## src/rtl/tlb_perm_check.sv

```systemverilog
module tlb_perm_check #(
  parameter int VA_W    = 32,
  parameter int PG_W    = 13,
  parameter int ENTRIES = 16,
  parameter int PID_W   = 8,
  parameter int PIDIN_W = 16,
  parameter int VEC_W   = 8,
  parameter int SEG_W   = 4
) (
  input  logic                         clk,
  input  logic                         rst_n,
  input  logic                         req_valid,
  input  logic [VA_W-1:0]              req_vaddr,
  input  logic [1:0]                   req_acc,
  input  logic                         req_user,
  input  logic [PIDIN_W-1:0]           req_pid,
  input  logic [3:0]                   cfg_glob,
  input  logic [(1<<SEG_W)-1:0]        cfg_seg,
  input  logic                         cfg_en_kern,
  input  logic                         cfg_en_wr,
  input  logic                         cfg_en_exec,
  input  logic                         cfg_en_valid,
  input  logic [VEC_W-1:0]             vec_base,
  input  logic                         wr_en,
  input  logic [$clog2(ENTRIES)-1:0]   wr_idx,
  input  logic [VA_W-PG_W-1:0]         wr_vpn,
  input  logic [VA_W-PG_W-1:0]         wr_ppn,
  input  logic [PID_W-1:0]             wr_pid,
  input  logic                         wr_g,
  input  logic                         wr_k,
  input  logic                         wr_w,
  input  logic                         wr_x,
  input  logic                         wr_v,
  output logic                         rsp_valid,
  output logic                         rsp_hit,
  output logic                         rsp_miss,
  output logic                         rsp_fault,
  output logic [VEC_W-1:0]             rsp_vec,
  output logic [VA_W-1:0]              rsp_paddr
);
  localparam int VPN_W = VA_W - PG_W;
  localparam int IDX_W = $clog2(ENTRIES);

  logic [VPN_W-1:0] e_vpn [ENTRIES];
  logic [VPN_W-1:0] e_ppn [ENTRIES];
  logic [PID_W-1:0] e_pid [ENTRIES];
  logic [ENTRIES-1:0] e_g, e_k, e_w, e_x, e_v;

  always_ff @(posedge clk or negedge rst_n) begin
    if (!rst_n) begin
      for (int i = 0; i < ENTRIES; i++) begin
        e_vpn[i] <= '0;
        e_ppn[i] <= '0;
        e_pid[i] <= '0;
      end
      e_g <= '0; e_k <= '0; e_w <= '0; e_x <= '0; e_v <= '0;
    end else if (wr_en) begin
      e_vpn[wr_idx] <= wr_vpn;
      e_ppn[wr_idx] <= wr_ppn;
      e_pid[wr_idx] <= wr_pid;
      e_g[wr_idx]   <= wr_g;
      e_k[wr_idx]   <= wr_k;
      e_w[wr_idx]   <= wr_w;
      e_x[wr_idx]   <= wr_x;
      e_v[wr_idx]   <= wr_v;
    end
  end

  wire [VPN_W-1:0] vpn    = req_vaddr[VA_W-1:PG_W];
  wire [SEG_W-1:0] seg    = req_vaddr[VA_W-1 -: SEG_W];
  wire             mmu_on = cfg_glob[2] | cfg_glob[3];
  wire             bypass = !mmu_on || cfg_seg[seg];

  logic             found;
  logic [IDX_W-1:0] sel;
  always_comb begin
    found = 1'b0;
    sel   = '0;
    for (int i = ENTRIES - 1; i >= 0; i--)
      if (e_vpn[i] == vpn) begin
        found = 1'b1;
        sel   = IDX_W'(i);
      end
  end

  logic             n_hit, n_miss, n_fault;
  logic [VEC_W-1:0] n_vec;
  logic [VA_W-1:0]  n_pa;
  always_comb begin
    n_hit = 1'b0; n_miss = 1'b0; n_fault = 1'b0;
    n_vec = '0;   n_pa = '0;
    if (bypass) begin
      n_hit = 1'b1;
      n_pa  = req_vaddr;
    end else if (!found) begin
      n_miss = 1'b1;
      n_vec  = vec_base;
    end else if (!e_g[sel] && e_pid[sel] != req_pid[PID_W-1:0]) begin
      n_fault = 1'b1;
      n_vec   = vec_base;
    end else if (cfg_en_kern && e_k[sel] && req_user) begin
      n_fault = 1'b1;
      n_vec   = vec_base + VEC_W'(2);
    end else if (req_acc == 2'd1 && cfg_en_wr && !e_w[sel]) begin
      n_fault = 1'b1;
      n_vec   = vec_base + VEC_W'(3);
    end else if (req_acc == 2'd2 && cfg_en_exec && !e_x[sel]) begin
      n_fault = 1'b1;
      n_vec   = vec_base + VEC_W'(3);
    end else if (cfg_en_valid && !e_v[sel]) begin
      n_fault = 1'b1;
      n_vec   = vec_base + VEC_W'(1);
    end else begin
      n_hit = 1'b1;
      n_pa  = {e_ppn[sel], req_vaddr[PG_W-1:0]};
    end
  end

  always_ff @(posedge clk or negedge rst_n) begin
    if (!rst_n) begin
      rsp_valid <= 1'b0;
      rsp_hit   <= 1'b0;
      rsp_miss  <= 1'b0;
      rsp_fault <= 1'b0;
      rsp_vec   <= '0;
      rsp_paddr <= '0;
    end else begin
      rsp_valid <= req_valid;
      if (req_valid) begin
        rsp_hit   <= n_hit;
        rsp_miss  <= n_miss;
        rsp_fault <= n_fault;
        rsp_vec   <= n_vec;
        rsp_paddr <= n_pa;
      end
    end
  end

  assert_rsp_timing_R11: assert property (@(posedge clk) disable iff (!rst_n)
    req_valid |=> rsp_valid);
  assert_rsp_pulse_R11: assert property (@(posedge clk) disable iff (!rst_n)
    !req_valid |=> !rsp_valid && $stable(rsp_paddr) && $stable(rsp_vec) && $stable(rsp_hit));
  assert_one_outcome_R11: assert property (@(posedge clk) disable iff (!rst_n)
    rsp_valid |-> $countones({rsp_hit, rsp_miss, rsp_fault}) == 1);
  assert_passthru_R1: assert property (@(posedge clk) disable iff (!rst_n)
    req_valid && cfg_glob[3:2] == 2'b00 |=> rsp_hit && rsp_paddr == $past(req_vaddr));
  assert_seg_bypass_R2: assert property (@(posedge clk) disable iff (!rst_n)
    req_valid && cfg_seg[req_vaddr[VA_W-1 -: SEG_W]] |=> rsp_hit && rsp_paddr == $past(req_vaddr));
  assert_offset_kept_R3: assert property (@(posedge clk) disable iff (!rst_n)
    rsp_valid && rsp_hit |-> rsp_paddr[PG_W-1:0] == $past(req_vaddr[PG_W-1:0]));
  assert_miss_vec_R4: assert property (@(posedge clk) disable iff (!rst_n)
    rsp_valid && rsp_miss |-> rsp_vec == $past(vec_base) && rsp_paddr == '0);
endmodule

```

## config.mk

```make
export PLATFORM = sky130hd
export DESIGN_NAME = tlb_perm_check
export DESIGN_NICKNAME = d
export VERILOG_FILES = /design/src/rtl/tlb_perm_check.sv
export SDC_FILE = /design/constraint.sdc
export NUM_CORES = 1
export LEC_CHECK = 0
export CAP_MARGIN = 20
export CORE_MARGIN = 2
export CORE_UTILIZATION = 50
export CTS_BUF_LIST = sky130_fd_sc_hd__clkbuf_4
export DETAILED_ROUTE_END_ITERATION = 10
export PLACE_DENSITY = 0.78
export RECOVER_POWER = 25
export SYNTH_ARGS = -nofsm -noshare
export SYNTH_HDL_FRONTEND = slang
export SYNTH_SLANG_ARGS = --single-unit
```

## constraint.sdc

```tcl
create_clock -name clk -period 4.6 [get_ports clk]
set_input_delay 1.38 -clock clk [delete_from_list [all_inputs] [get_ports clk]]
set_output_delay 1.38 -clock clk [all_outputs]
set_load 0.03 [all_outputs]
```

==> results.py, run 1 <==
metrics = {
    "timing": {
        "maxSlewViolCount": 260,
        "report.final.hold_viol_count": 0,
        "setup_viol_count_final": 42,
        "fmax_mhz": 187,
        "timing.final.crit_period_ps": 5350,
        "rel_slew_slack_pct": -65.6,
        "worst_pin_slew_ps": 2480,
        "setup_slack_ps": -754,
        "fin_skew_ps": 94.9,
        "min_period_over_period_pct": 116,
        "rsz0062_at_grt": "yes",
    },
    "logic_synthesis": {
        "synth_top_flop_cell": "sky130_fd_sc_hd__dfrtp_1",
        "yosys.area.top_type": "sky130_fd_sc_hd__dfrtp_1",
        "ys.warnings.count": 0,
        "synthArstFlopShare_pct": 100,
        "synth_area_per_cell_um2": 12.3,
        "dominant_cells_by_area_after_synthesis": "sky130_fd_sc_hd__dfrtp_1 52%, sky130_fd_sc_hd__mux2_2 22%, sky130_fd_sc_hd__xnor2_1 3.5%, sky130_fd_sc_hd__nand2_1 3.4%, sky130_fd_sc_hd__xor2_1 2.9%",
        "seq_area_frac_synth_pct": 51.5,
        "yosys_register_bits": 860,
        "synth_commonest_cells": "860 x sky130_fd_sc_hd__dfrtp_1, 819 x sky130_fd_sc_hd__mux2_2, 374 x sky130_fd_sc_hd__nand2_1, 184 x sky130_fd_sc_hd__clkbuf_1, 168 x sky130_fd_sc_hd__xnor2_1",
        "yosysUniqueCellTypes": 77,
        "synth-edff-count": 0,
        "synth_most_common_cell": "sky130_fd_sc_hd__dfrtp_1",
        "area_of_the_mapped_netlist_um2": 41800,
        "syn_nets": 3535,
        "synthCells": 3389,
        "yosys.area.top_type_share_pct": 51.5,
    },
    "floorplanning": {
        "dieArea_um2": 85900,
        "initial_cell_density_of_the_core_pct": 50.7,
        "ioPinCount": 186,
        "die_height_um": 293,
        "row_count": 105,
        "fp.dieW_um": 293,
        "fp.coreArea_um2": 82400,
    },
    "final_layout": {
        "layout.core_utilization_pct": 63.1,
        "layout.cells.non_filler": 5085,
        "num-nets-final": 4027,
        "drive_gt1_share_pct": 45.0,
        "layout-area-overhead-vs-synth_pct": 24.3,
    },
    "cts": {
        "tritoncts": "built",
        "cts_num_sinks": 860,
        "cts_hold_fix_bufs": 0,
        "cts_inserted_buffers": 213,
        "clockRootBuffer": "sky130_fd_sc_hd__clkbuf_4",
        "ctsHtreeMaxLevel": 4,
        "clock_insertion_delay_worst_skew_ps": 1100,
        "clkSlewWorstSetupHoldPaths_ps": 70,
        "max-clock-path-buffers": 3,
    },
    "pwr": {
        "p_comb_share_pct": 21.9,
        "power.share.clock_pct": 29.4,
        "internal-power_mw": 15.1,
        "power.switching_fraction_pct": 29.4,
        "total_power_mw": 21.3,
        "total_leakage_power_nw": 22.3,
        "powerDensity_nw_per_um2": 411,
        "irDropWorstVdd_mv": 0.269,
        "total_switching_power_mw": 6.27,
        "power_frac_seq_pct": 48.7,
    },
    "worst_hold_path": {
        "worstHoldStart": "rsp_vec[4]$_DFFE_PN0P_",
        "min-delay-path-class": "register to register",
    },
    "detailed_routing": {
        "num_vias": 30900,
        "final_antenna_net_count": 0,
        "detail_route.iter0.violations": 2723,
        "routed_wirelength_um": 128000,
        "dr.pass1.iters": 5,
        "wire_per_inst_um": 25.1,
        "detail_route.vias_per_cell": 6.07,
        "drt_drc_violations_left": 0,
    },
    "critical_path": {
        "critical_path_arrival_ps": 6330,
        "crit_path_end_kind": "register",
        "regToRegSetupSlack_ps": -570,
        "critical_path_class": "input port to register",
        "crit_required_ps": 5570,
        "critPathLaunch": "req_vaddr[24]",
        "crit-reg2reg-launch": "e_vpn[45]$_DFFE_PN0P_",
        "worst-path-max-fanout": 6,
        "setup.worst_path.start_class": "input port",
    },
    "global_route": {
        "globalRouteTotalUtil_pct": 28.9,
        "grt-ovfl-total": 0,
        "pin_count_of_the_biggest_net_entering_global_routing": 125,
        "grt_first_pass_wirelength_um": 189000,
        "grt_antenna_before_repair": 10,
        "first_global_vias": 31700,
    },
    "placement": {
        "post-place-ws_ps": -2440,
        "placed_cells_incl_taps": 4630,
        "place.detailed.hpwl_um": 73800,
        "io_buffers": 175,
        "gpl.final_weighted_congestion": 0.882,
    },
    "run_status": {
        "run_status": "finished, violations left",
        "violations": "capacitance limit, slew limit, setup timing",
    },
    "run": {
        "max_cap_viols": 5,
    },
}
==> power groups by stage <==
| stage | clock network [mW] | registers (mW) | logic (mW) |
|---|---|---|---|
| after floorplan | 0 | 10.2 | 2.90 |
| after global placement | 0 | 10.3 | 4.01 |
| after detailed placement | 0 | 10.4 | 4.15 |
| after CTS | 6.34 | 10.3 | 4.41 |
| after global routing | 6.79 | 10.6 | 4.98 |
| final | 6.27 | 10.4 | 4.66 |
==> cells in the final DEF (no fill, tap or decap), drive strengths merged, types with 5 or more instances in the layout <==
master / instances
o22ai: 5
a21boi: 16
nor4: 47
clkinv: 36
clkbuf: 321
nor3: 9
o31ai: 5
a31oi: 45
nor2: 65
or2: 5
a311oi: 45
o21ai: 17
xnor2: 169
o2bb2ai: 6
nand3b: 5
mux2: 819
clkdlybuf4s50: 154
a211oi: 40
a21oi: 35
nand4: 66
mux4: 18
nand2b: 8
xor2: 138
inv: 12
mux2i: 93
nand3: 56
nand2: 374
dfrtp: 860
buf: 375
nor2b: 21
and2: 8
and3: 26
a2111oi: 5
o211ai: 40
a22oi: 7
==> routing by layer <==
metal	wire length, um	GRT usage [%]	vias to the layer above
met5	92	0	-
met1	50700	37.8	15900
met4	5170	12.0	14
li1	-	-	13100
met2	60800	46.2	1437
met3	11000	6.98	388
==> layout make-up <==
| type | count | area, um^2 |
|---|---|---|
| antenna | 2 | 5.00 |
| sequential | 860 | 21500 |
| clock inverter | 44 | 292 |
| clock buffer | 303 | 2270 |
| tap | 1070 | 1340 |
| multi-input combinational | 2242 | 20700 |
| timing repair buffer | 554 | 5770 |
| fill | 5850 | 30400 |
| inverter | 10 | 37.5 |
==> what timing repair did <==
item	CTS	global route
setup buffers	65	37
pin swaps	116	103
resized for setup	297	158
setup endpoints to repair	42	42
cloned	12	2
==> path summary, 6_finish.rpt <==
kind / end / depth (start not counted)
worst max-delay path: rsp_paddr[14]$_DFFE_PN0P_ / 26
worst min-delay path: rsp_vec[4]$_DFFE_PN0P_ / 2
worst max register to register: rsp_paddr[14]$_DFFE_PN0P_ / 23
worst min register to register: rsp_vec[4]$_DFFE_PN0P_ / 2
max in group asynchronous: e_ppn[173]$_DFFE_PN0P_ / 2
min in group asynchronous: e_ppn[12]$_DFFE_PN0P_ / 1
==> cells by family (layout without fill, tap and decap cells) <==
group | Yosys count | count (layout) | share of synthesized area [%]
AO/OA/AOI/OAI | 298 | 298 | 5.37
buffers and inverters | 288 | 911 | 3.31
adder cells (fa/ha/maj) | 4 | 4 | 0.120
other | 0 | 2 | 0
AND/OR/NAND/NOR | 702 | 703 | 7.91
flip-flops | 860 | 860 | 51.5
multiplexers | 930 | 930 | 25.3
XOR/XNOR | 307 | 307 | 6.46
==> registers in the layout, indices dropped and copies added, names as in the netlist <==
signal and cells:
rsp_miss 1, e_pid 128, rsp_valid 1, e_ppn 304, e_k 16, e_w 16, e_x 16, rsp_hit 1
e_vpn 304, rsp_paddr 32, e_g 16, rsp_fault 1, e_v 16, rsp_vec 8
==> per-stage QoR <==
| stage | area [um^2] | hold WS (ps) | TNS [ps] |
|---|---|---|---|
| 4_1_cts | 51100 | 280 | -11370 |
| 3_5_place_dp | 46600 | 475 | -98040 |
| 5_1_grt | 51900 | 514 | -29700 |
| 3_3_place_gp | 46600 | 465 | -90040 |
| 6_report | 51900 | 501 | -27510 |
| 2_1_floorplan | 42100 | 470 | -25480 |
==> critical path, cell delays in order <==
cell and delay [ps]:
sky130_fd_sc_hd__buf_2 120, sky130_fd_sc_hd__buf_12 140, sky130_fd_sc_hd__buf_4 150, sky130_fd_sc_hd__xnor2_1 230
sky130_fd_sc_hd__nand4_1 200, sky130_fd_sc_hd__nor4_2 320, sky130_fd_sc_hd__buf_4 190, sky130_fd_sc_hd__nand4_1 220
sky130_fd_sc_hd__nand3_1 190, sky130_fd_sc_hd__o2111ai_2 190, sky130_fd_sc_hd__buf_4 190, sky130_fd_sc_hd__a21o_4 230
sky130_fd_sc_hd__buf_4 170, sky130_fd_sc_hd__a211oi_2 230, sky130_fd_sc_hd__o32ai_4 150, sky130_fd_sc_hd__nor4_2 290
sky130_fd_sc_hd__o22ai_2 140, sky130_fd_sc_hd__a2111oi_4 330, sky130_fd_sc_hd__buf_4 190, sky130_fd_sc_hd__a31oi_4 120
sky130_fd_sc_hd__nor3b_4 260, sky130_fd_sc_hd__buf_12 170, sky130_fd_sc_hd__buf_12 130, sky130_fd_sc_hd__buf_16 130
sky130_fd_sc_hd__a31oi_4 80, sky130_fd_sc_hd__a21oi_2 140
(Power assumes the default switching activity.)
==> inputs of run 2 (changes only) <==
--- a/constraint.sdc
+++ b/constraint.sdc
@@ -3,2 +3,2 @@
 set_output_delay 1.38 -clock clk [all_outputs]
-set_load 0.03 [all_outputs]
+set_load 0.01 [all_outputs]
==> results of run 2 <==
Same layout as run 1 (identical final DEF). Status: finished, violations left: capacitance limit, slew limit, setup timing.
